<file path="src/rtl/tr2_pkg.sv">
package tr2_pkg;

    // Event seen on one rail pair: {one_changed, zero_changed}
    typedef enum logic [1:0] {
        EV_NONE = 2'b00,
        EV_ZERO = 2'b01,
        EV_ONE  = 2'b10,
        EV_BAD  = 2'b11
    } lane_ev_e;

    typedef struct packed {
        logic one;
        logic zero;
    } rail_t;

    typedef enum logic {
        RX_LISTEN = 1'b0,
        RX_HOLD   = 1'b1
    } rx_state_e;

    function automatic lane_ev_e classify(input rail_t now_lv, input rail_t old_lv);
        logic ch0;
        logic ch1;
        ch0 = now_lv.zero ^ old_lv.zero;
        ch1 = now_lv.one ^ old_lv.one;
        unique case ({ch1, ch0})
            2'b00:   return EV_NONE;
            2'b01:   return EV_ZERO;
            2'b10:   return EV_ONE;
            default: return EV_BAD;
        endcase
    endfunction

    function automatic rail_t flip_for(input rail_t lv, input logic b);
        rail_t r;
        r = lv;
        if (b) r.one  = ~lv.one;
        else   r.zero = ~lv.zero;
        return r;
    endfunction

endpackage

</file>
<file path="src/rtl/tr2_tx_lane.sv">
module tr2_tx_lane
    import tr2_pkg::*;
(
    input  logic  clk,
    input  logic  rst,
    input  logic  fire,
    input  logic  bit_in,
    output rail_t level
);
    rail_t lv_q;

    always_ff @(posedge clk) begin
        if (rst)       lv_q <= '0;
        else if (fire) lv_q <= flip_for(lv_q, bit_in);
    end

    assign level = lv_q;
endmodule

</file>
<file path="src/rtl/tr2_tx.sv">
module tr2_tx
    import tr2_pkg::*;
#(
    parameter int NPAIR = 4
) (
    input  logic             clk,
    input  logic             rst,
    input  logic             snd_valid,
    output logic             snd_ready,
    input  logic [NPAIR-1:0] snd_data,
    input  logic             ack_in,
    output logic [NPAIR-1:0] tx_zero,
    output logic [NPAIR-1:0] tx_one
);
    logic busy_q;
    logic ack_seen_q;
    logic fire;
    logic ack_event;

    assign fire      = snd_valid & ~busy_q;
    assign ack_event = ack_in ^ ack_seen_q;
    assign snd_ready = ~busy_q;

    always_ff @(posedge clk) begin
        if (rst) begin
            busy_q     <= 1'b0;
            ack_seen_q <= 1'b0;
        end else begin
            ack_seen_q <= ack_in;
            if (fire)                        busy_q <= 1'b1;
            else if (busy_q && ack_event)    busy_q <= 1'b0;
        end
    end

    for (genvar i = 0; i < NPAIR; i++) begin : g_lane
        rail_t lv;
        tr2_tx_lane u_lane (
            .clk    (clk),
            .rst    (rst),
            .fire   (fire),
            .bit_in (snd_data[i]),
            .level  (lv)
        );
        assign tx_zero[i] = lv.zero;
        assign tx_one[i]  = lv.one;
    end
endmodule

</file>
<file path="src/rtl/tr2_rx_lane.sv">
module tr2_rx_lane
    import tr2_pkg::*;
(
    input  logic     clk,
    input  logic     rst,
    input  logic     commit,
    input  logic     in_zero,
    input  logic     in_one,
    output lane_ev_e ev
);
    rail_t seen_q;
    rail_t cur;

    assign cur.zero = in_zero;
    assign cur.one  = in_one;
    assign ev       = classify(cur, seen_q);

    always_ff @(posedge clk) begin
        if (rst)         seen_q <= '0;
        else if (commit) seen_q <= cur;
    end
endmodule

</file>
<file path="src/rtl/tr2_rx.sv">
module tr2_rx
    import tr2_pkg::*;
#(
    parameter int NPAIR = 4
) (
    input  logic             clk,
    input  logic             rst,
    input  logic [NPAIR-1:0] rx_zero,
    input  logic [NPAIR-1:0] rx_one,
    output logic             ack_out,
    output logic             rcv_valid,
    input  logic             rcv_ready,
    output logic [NPAIR-1:0] rcv_data,
    output logic             proto_err
);
    rx_state_e        st_q;
    logic             ack_q;
    logic             err_q;
    logic [NPAIR-1:0] data_q;
    logic [NPAIR-1:0] lane_done;
    logic [NPAIR-1:0] lane_bad;
    logic [NPAIR-1:0] lane_bit;
    logic             listening;
    logic             all_done;
    logic             any_bad;
    logic             commit;

    assign listening = (st_q == RX_LISTEN);
    assign all_done  = &lane_done;
    assign any_bad   = |lane_bad;
    assign commit    = listening & (any_bad | all_done);

    for (genvar i = 0; i < NPAIR; i++) begin : g_lane
        lane_ev_e ev;
        tr2_rx_lane u_lane (
            .clk     (clk),
            .rst     (rst),
            .commit  (commit),
            .in_zero (rx_zero[i]),
            .in_one  (rx_one[i]),
            .ev      (ev)
        );
        assign lane_done[i] = (ev == EV_ZERO) || (ev == EV_ONE);
        assign lane_bad[i]  = (ev == EV_BAD);
        assign lane_bit[i]  = (ev == EV_ONE);
    end

    always_ff @(posedge clk) begin
        if (rst) begin
            st_q   <= RX_LISTEN;
            ack_q  <= 1'b0;
            err_q  <= 1'b0;
            data_q <= '0;
        end else begin
            err_q <= listening & any_bad;
            unique case (st_q)
                RX_LISTEN: begin
                    if (!any_bad && all_done) begin
                        data_q <= lane_bit;
                        st_q   <= RX_HOLD;
                    end
                end
                RX_HOLD: begin
                    if (rcv_ready) begin
                        ack_q <= ~ack_q;
                        st_q  <= RX_LISTEN;
                    end
                end
                default: st_q <= RX_LISTEN;
            endcase
        end
    end

    assign ack_out   = ack_q;
    assign rcv_valid = (st_q == RX_HOLD);
    assign rcv_data  = data_q;
    assign proto_err = err_q;
endmodule

</file>
<file path="src/rtl/tr2_codec.sv">
module tr2_codec
    import tr2_pkg::*;
#(
    parameter int NPAIR = 4
) (
    input  logic             clk,
    input  logic             rst,
    input  logic             snd_valid,
    output logic             snd_ready,
    input  logic [NPAIR-1:0] snd_data,
    output logic [NPAIR-1:0] tx_zero,
    output logic [NPAIR-1:0] tx_one,
    input  logic             ack_in,
    input  logic [NPAIR-1:0] rx_zero,
    input  logic [NPAIR-1:0] rx_one,
    output logic             ack_out,
    output logic             rcv_valid,
    input  logic             rcv_ready,
    output logic [NPAIR-1:0] rcv_data,
    output logic             proto_err
);
    tr2_tx #(.NPAIR(NPAIR)) u_tx (
        .clk       (clk),
        .rst       (rst),
        .snd_valid (snd_valid),
        .snd_ready (snd_ready),
        .snd_data  (snd_data),
        .ack_in    (ack_in),
        .tx_zero   (tx_zero),
        .tx_one    (tx_one)
    );

    tr2_rx #(.NPAIR(NPAIR)) u_rx (
        .clk       (clk),
        .rst       (rst),
        .rx_zero   (rx_zero),
        .rx_one    (rx_one),
        .ack_out   (ack_out),
        .rcv_valid (rcv_valid),
        .rcv_ready (rcv_ready),
        .rcv_data  (rcv_data),
        .proto_err (proto_err)
    );
endmodule

</file>
<file path="config.mk">
export PLATFORM = sky130hd
export DESIGN_NAME = tr2_codec
export DESIGN_NICKNAME = d
export VERILOG_FILES = /design/src/rtl/tr2_pkg.sv /design/src/rtl/tr2_tx_lane.sv /design/src/rtl/tr2_tx.sv /design/src/rtl/tr2_rx_lane.sv /design/src/rtl/tr2_rx.sv /design/src/rtl/tr2_codec.sv
export SDC_FILE = /design/constraint.sdc
export NUM_CORES = 1
export LEC_CHECK = 0
export ABC_AREA = 1
export CAP_MARGIN = 20
export CORE_ASPECT_RATIO = 0.75
export CORE_UTILIZATION = 52
export DETAILED_ROUTE_END_ITERATION = 7
export PLACE_DENSITY = 0.9
export SYNTH_ARGS = -nofsm -noshare
export SYNTH_HDL_FRONTEND = slang
export SYNTH_SLANG_ARGS = --single-unit
</file>
<file path="constraint.sdc">
create_clock -name clk -period 2.7 [get_ports clk]
set_clock_uncertainty 0.15 [all_clocks]
set_input_delay 0.54 -clock clk [delete_from_list [all_inputs] [get_ports clk]]
set_output_delay 0.54 -clock clk [all_outputs]
set_load 0.01 [all_outputs]
</file>
# Yosys cells after proc, flatten, opt, wreduce, memory -nomap -nowiden
# Index checks and enable logic that the tools add are counted.
[word_totals]
ff_bits = 25
rom_bits = 0
output_inout_bits = 16
latchBits = 0
word_cells = 103
n_memories = 0
ram_bits = 0
[classes]
shifts = 0
multipliers = 0
add_sub_neg = 0
mux = 9
bitwise = 28
reduce_logical = 24
eq_ne = 20
div_mod_pow = 0
n_lt_le_gt_ge = 0
[op_table]
columns = ["cell", "n"]
rows = [
  ["$eq 2x2->1 const B", 12],
  ["$pmux 2 s3", 4],
  ["$reduce_and 2->1", 10],
  ["$eq 2x1->1 const B", 8],
  ["$not 1->1", 15],
  ["$xor 1x1->1", 9],
  ["$logic_not 2->1", 4],
  ["$logic_or 1x1->1", 4],
  ["$mux 1", 4],
  ["$reduce_and 4->1", 1],
  ["$reduce_or 4->1", 1],
  ["$and 1x1->1", 3],
  ["$logic_and 1x1->1", 2],
  ["$pmux 1 s2", 1],
  ["$reduce_bool 2->1", 1],
  ["$logic_not 1->1", 1],
  ["$or 1x1->1", 1],
]

# Depth between registers and ports, before layout
[logic_depth]
ltp_word = 9
ltp_mapped = 10
mapped_depth_nobuf = 9

# Modules after synthesis
# A second synthesis with hierarchy kept.
[hier_totals]
cells_unflattened = 182
area_unflattened_um2 = 1307.5
[modules_own_cells]
columns = ["module", "area_each_um2", "seq_area_each_um2", "n_inst", "cells_each"]
rows = [
  ["tr2_rx", 452.9, 140.1, 1, 62],
  ["tr2_rx_lane", 103.8, 40.0, 4, 15],
  ["tr2_tx_lane", 87.6, 40.0, 4, 12],
  ["tr2_tx", 88.8, 40.0, 1, 12],
]

# Worst setup path after synthesis
# No wires, ideal clock.
[synth_path]
kind = "in2reg"
startpoint = "in rx_zero[3]"
endpoint = "reg u_rx.g_lane[0].u_lane.seen_q[0] (netlist bit)"
cell_stages = 8
t_required_ns = 2.435
setup_time_ns = 0.115
setup_slack_ns = 0.756
n_path_buf = 1
t_arrival_ns = 1.679
path_cell_list = "xor2_1 -> inv_1 -> ha_1 -> nor2_4 -> nand3_4 -> buf_6 -> a21oi_1 -> nor2_1"
[synth_between]
elab_chain_len = 8
word_cells_on_any_way = 13
classes_between = "eq/ne (5); mux (1); bitwise (3); reduce/logical (4)"
[synth_rtl]
columns = ["element", "line_no", "rtl"]
rows = [
  ["from (decl)", "tr2_codec.sv:14", "input logic [NPAIR-1:0] rx_zero,"],
  ["$xor 1x1->1 *", "tr2_pkg.sv:24", "ch0 = now_lv.zero ^ old_lv.zero;"],
  ["$eq 2x2->1 (tied with other cells)", "tr2_pkg.sv:26", "unique case ({ch1, ch0})"],
  ["$pmux 2 s3 *", "tr2_pkg.sv:26", ""],
  ["$eq 2x1->1 / $eq 2x2->1 (equally long branches)", "tr2_rx.sv:43", "assign lane_done[i] = (ev == EV_ZERO) || (ev == EV_ONE);"],
  ["$logic_or 1x1->1", "tr2_rx.sv:43", ""],
  ["$reduce_and 4->1", "tr2_rx.sv:29", "assign all_done = &lane_done;"],
  ["$or 1x1->1 *", "tr2_rx.sv:31", "assign commit = listening & (any_bad | all_done);"],
  ["$and 1x1->1 *", "tr2_rx.sv:31", ""],
  ["to (signal assigned)", "tr2_rx_lane.sv:20", "else if (commit) seen_q <= cur;"],
  ["to (decl)", "tr2_rx_lane.sv:11", "rail_t seen_q;"],
]
# Every way passes the cells marked *; elsewhere a longest branch is shown, timed or not.
# A chain may end at the register's enable or synchronous reset.

# Worst setup path after layout
[layout_path]
startpoint = "in rx_zero[3]"
endpoint = "reg u_rx.data_q[3], in the netlist u_rx.rcv_data[3]"
[layout_between]
elab_chain_len = 8
word_cells_on_any_way = 14
classes_between = "eq/ne (5); mux (1); bitwise (1); reduce/logical (7)"
[layout_rtl]
columns = ["element", "line_no", "rtl"]
rows = [
  ["$xor 1x1->1 *", "tr2_pkg.sv:24", ""],
  ["$eq 2x2->1 (tied with other cells)", "tr2_pkg.sv:26", ""],
  ["$pmux 2 s3 *", "tr2_pkg.sv:26", ""],
  ["$eq 2x2->1 (tied with other cells)", "tr2_rx.sv:44", "assign lane_bad[i] = (ev == EV_BAD);"],
  ["$reduce_or 4->1 / $logic_or 1x1->1 (equally long branches)", "tr2_rx.sv:30, tr2_rx.sv:43", ""],
  ["$logic_not 1->1 / $reduce_and 4->1 (equally long branches)", "tr2_rx.sv:58, tr2_rx.sv:29", ""],
  ["$logic_and 1x1->1", "tr2_rx.sv:58", "if (!any_bad && all_done) begin"],
  ["$reduce_and 2->1 (no source line)", "-", ""],
  ["to (signal assigned)", "tr2_rx.sv:59", "data_q <= lane_bit;"],
  ["to (decl)", "tr2_rx.sv:19", "logic [NPAIR-1:0] data_q;"],
]
# Marks and branches as above.

==> out/results.tsv <==
metric	value	unit
status	finished clean	
GRT met2 Usage	38.2	%
CTS tree	built	
initial antenna violation count	0	
sequential share of power	33.6	%
Placed Area	1640	um2
area occupied by multi-input gates	653	um2
CTS resizes	0	
Top FF cell, synth	dfxtp_1	
Max Root-Sink Buffers	2	
row cnt	15	
IO Count	33	
H-tree depth	1	
min cycle time layout	2.28	ns
Residual DRC	0	
WP data arrival	2.40	ns
Synth area leader	dfxtp_1	
sw power	688	uW
final hold vios	0	
GRT Total Usage	21.0	%
Core Util, Final	71.2	%
vias per cell	4.75	
Comb power frac	55.7	%
cells after synthesis	173	
Max-cap violations	0	
endpoints failing setup	0	
Core ar.	2350	um2
RSZ-0062 raised after global routing	false	
hold crit path type	flip-flop to flip-flop	
total grt overflow	0	
post-CTS setup buffer count	0	
routed wire length	2.45	mm
VDD IR max	0.637	mV
largest cells by area after synthesis	dfxtp_1 (38%), inv_1 (8.6%), nor2_1 (8.6%)	
worst-path fanout max	17	
DRT iter0 DRCs	54	
Synth cell types	20	
Netlist Area Pre-Place	1320	um2
Sum Neg Setup Slack	0	ns
Synth async-reset ratio	0	%
Worst slew margin	67.4	%
Internal Power	873	uW
clk slew on worst S/H paths	0.13	ns
Diodes inserted	0	
Crit Path Category	input pin to flip-flop	
drt pass-1 iters	4	
PD cells	935	nW/um2
Mean Syn Cell Area	7.60	um2
vias	1139	
vias in the first global route	1073	
final non-filler cell total	240	
leading cell types by count after synthesis	inv_1 (30), nor2_1 (30), dfxtp_1 (25)	
GRT busiest layer	met2	
clock latency on the worst-skew pair	0.32	ns
post-route cell area	1670	um2
Layout area overhead	27.0	%
grt met3 use	5.97	%
number of flops mapped to enable cells by yosys	0	
Yosys reg bits	25	
CP Launch Type	input pin	
CTS sink count	25	
Num CTS Buffers	3	
Sequential Area	500	um2
nets	232	
share of cells above drive strength 1	7.28	%
Slew @ Worst Pin	0.489	ns
sequential share of the synthesized area	38.1	%
die width	60.1	um
Crit. End Element	flip-flop	
first-pass GRT wire length	4.27	mm
net switching fraction of the power	44.1	%
part of the cycle the worst path needs	84.5	%
post-route ant nets	0	
Die Y-Extent	45.6	um
PortBufs	32	
FILL cells	178	
net count after synthesis	198	
area fraction of the dominant cell type after synthesis	38.1	%
WL/cell	10.2	um
fmax	438	MHz
CP Data Required Time	2.82	ns
placed insts	236	
Leakage	0.000772	uW
clock root cell	clkbuf_4	
Clk pwr share	10.7	%
Starting Density	56.1	%
met1 Use GR	24.4	%
yosys warns	0	
hold_buf cts	0	
largest net degree at the start of global routing	18	
fin. max-slew vios	0	
post-detail-place hpwl	1.95	mm
die area	2740	um2
placer congestion estimate	0.830	
-- stage by stage --
stage | hold slack, ns | setup WS, ns | power [uW]
6_report | 0.323 | 0.419 | 1560
5_1_grt | 0.362 | 0.320 | 1710
4_1_cts | 0.325 | 0.418 | 1580
3_5_place_dp | 0.304 | 0.0857 | 1410
3_3_place_gp | 0.298 | 0.190 | 1370
2_1_floorplan | 0.333 | 0.756 | 1240
-- path summary, 6_finish.rpt --
| check | cells after the start | slack [ns] | end | start |
|---|---|---|---|---|
| max | 9 | 0.42 | u_rx.rcv_data[3] | rx_zero[3] |
| min | 2 | 0.32 | u_tx.g_lane[1].u_lane.level[0] | u_tx.g_lane[1].u_lane.level[0] |
| max reg2reg | 8 | 0.79 | u_rx.rcv_data[3] | u_rx.g_lane[3].u_lane.seen_q[0] |
| min reg2reg | 2 | 0.32 | u_tx.g_lane[1].u_lane.level[0] | u_tx.g_lane[1].u_lane.level[0] |
-- area by class of cell --
type	count	share of cell area (%)
clock buffers	4	1.57
inverters	32	7.19
multi-input cells	112	39.1
flip-flops and latches	25	30.0
well taps	34	2.55
repair buffers	33	19.6
-- metal layers --
layer	up-vias	routed length [um]	share of wire, %
met2	23	1210	49
met4	0	40	1.6
met5	-	0	0
met3	5	87	3.6
li1	591	-	-
met1	520	1120	46
-- power by group through the flow --
stage / Clock (uW) / Sequential [uW] / Combinational, uW
2_1_floorplan: 0 / 538 / 706
3_5_place_dp: 0 / 533 / 876
5_1_grt: 185 / 534 / 996
6_report: 167 / 524 / 870
3_3_place_gp: 0 / 525 / 841
4_1_cts: 173 / 525 / 881
-- critical path, stage by stage --
cell	delay, ns
clkdlybuf4s50_1	0.51
xor2_1	0.21
inv_1	0.08
ha_1	0.34
nor2_4	0.16
nand3_4	0.21
nor2_4	0.19
nor2_1	0.05
nor2_1	0.10
-- sequential cells by signal, summed over array words and instances (netlist names) --
| name | flops |
|---|---|
| u_rx.ack_out | 1 |
| u_rx.g_lane.u_lane.seen_q | 8 |
| u_rx.proto_err | 1 |
| u_rx.rcv_data | 4 |
| u_rx.rcv_valid | 1 |
| u_tx.ack_seen_q | 1 |
| u_tx.busy_q | 1 |
| u_tx.g_lane.u_lane.level | 8 |
-- cell families after synthesis --
group | count (synthesis) | synth area share [%]
compound gates | 18 | 6.85
xor+xnor | 13 | 8.66
fa+ha+maj | 8 | 7.61
buf+inv | 36 | 12.3
flops | 25 | 38.1
simple gates | 73 | 26.5
-- layout by cell type, fill, tap and decap left out, drive strengths merged --
| cell | instances |
|---|---|
| buf | 1 |
| ha | 8 |
| a21oi | 14 |
| clkdlybuf4s50 | 32 |
| inv | 32 |
| nand3 | 14 |
| dfxtp | 25 |
| o21ai | 4 |
| xnor2 | 1 |
| clkbuf | 4 |
| nand2 | 25 |
| nor2 | 34 |
| xor2 | 12 |
No activity file was read; power rests on OpenSTA's default activity.
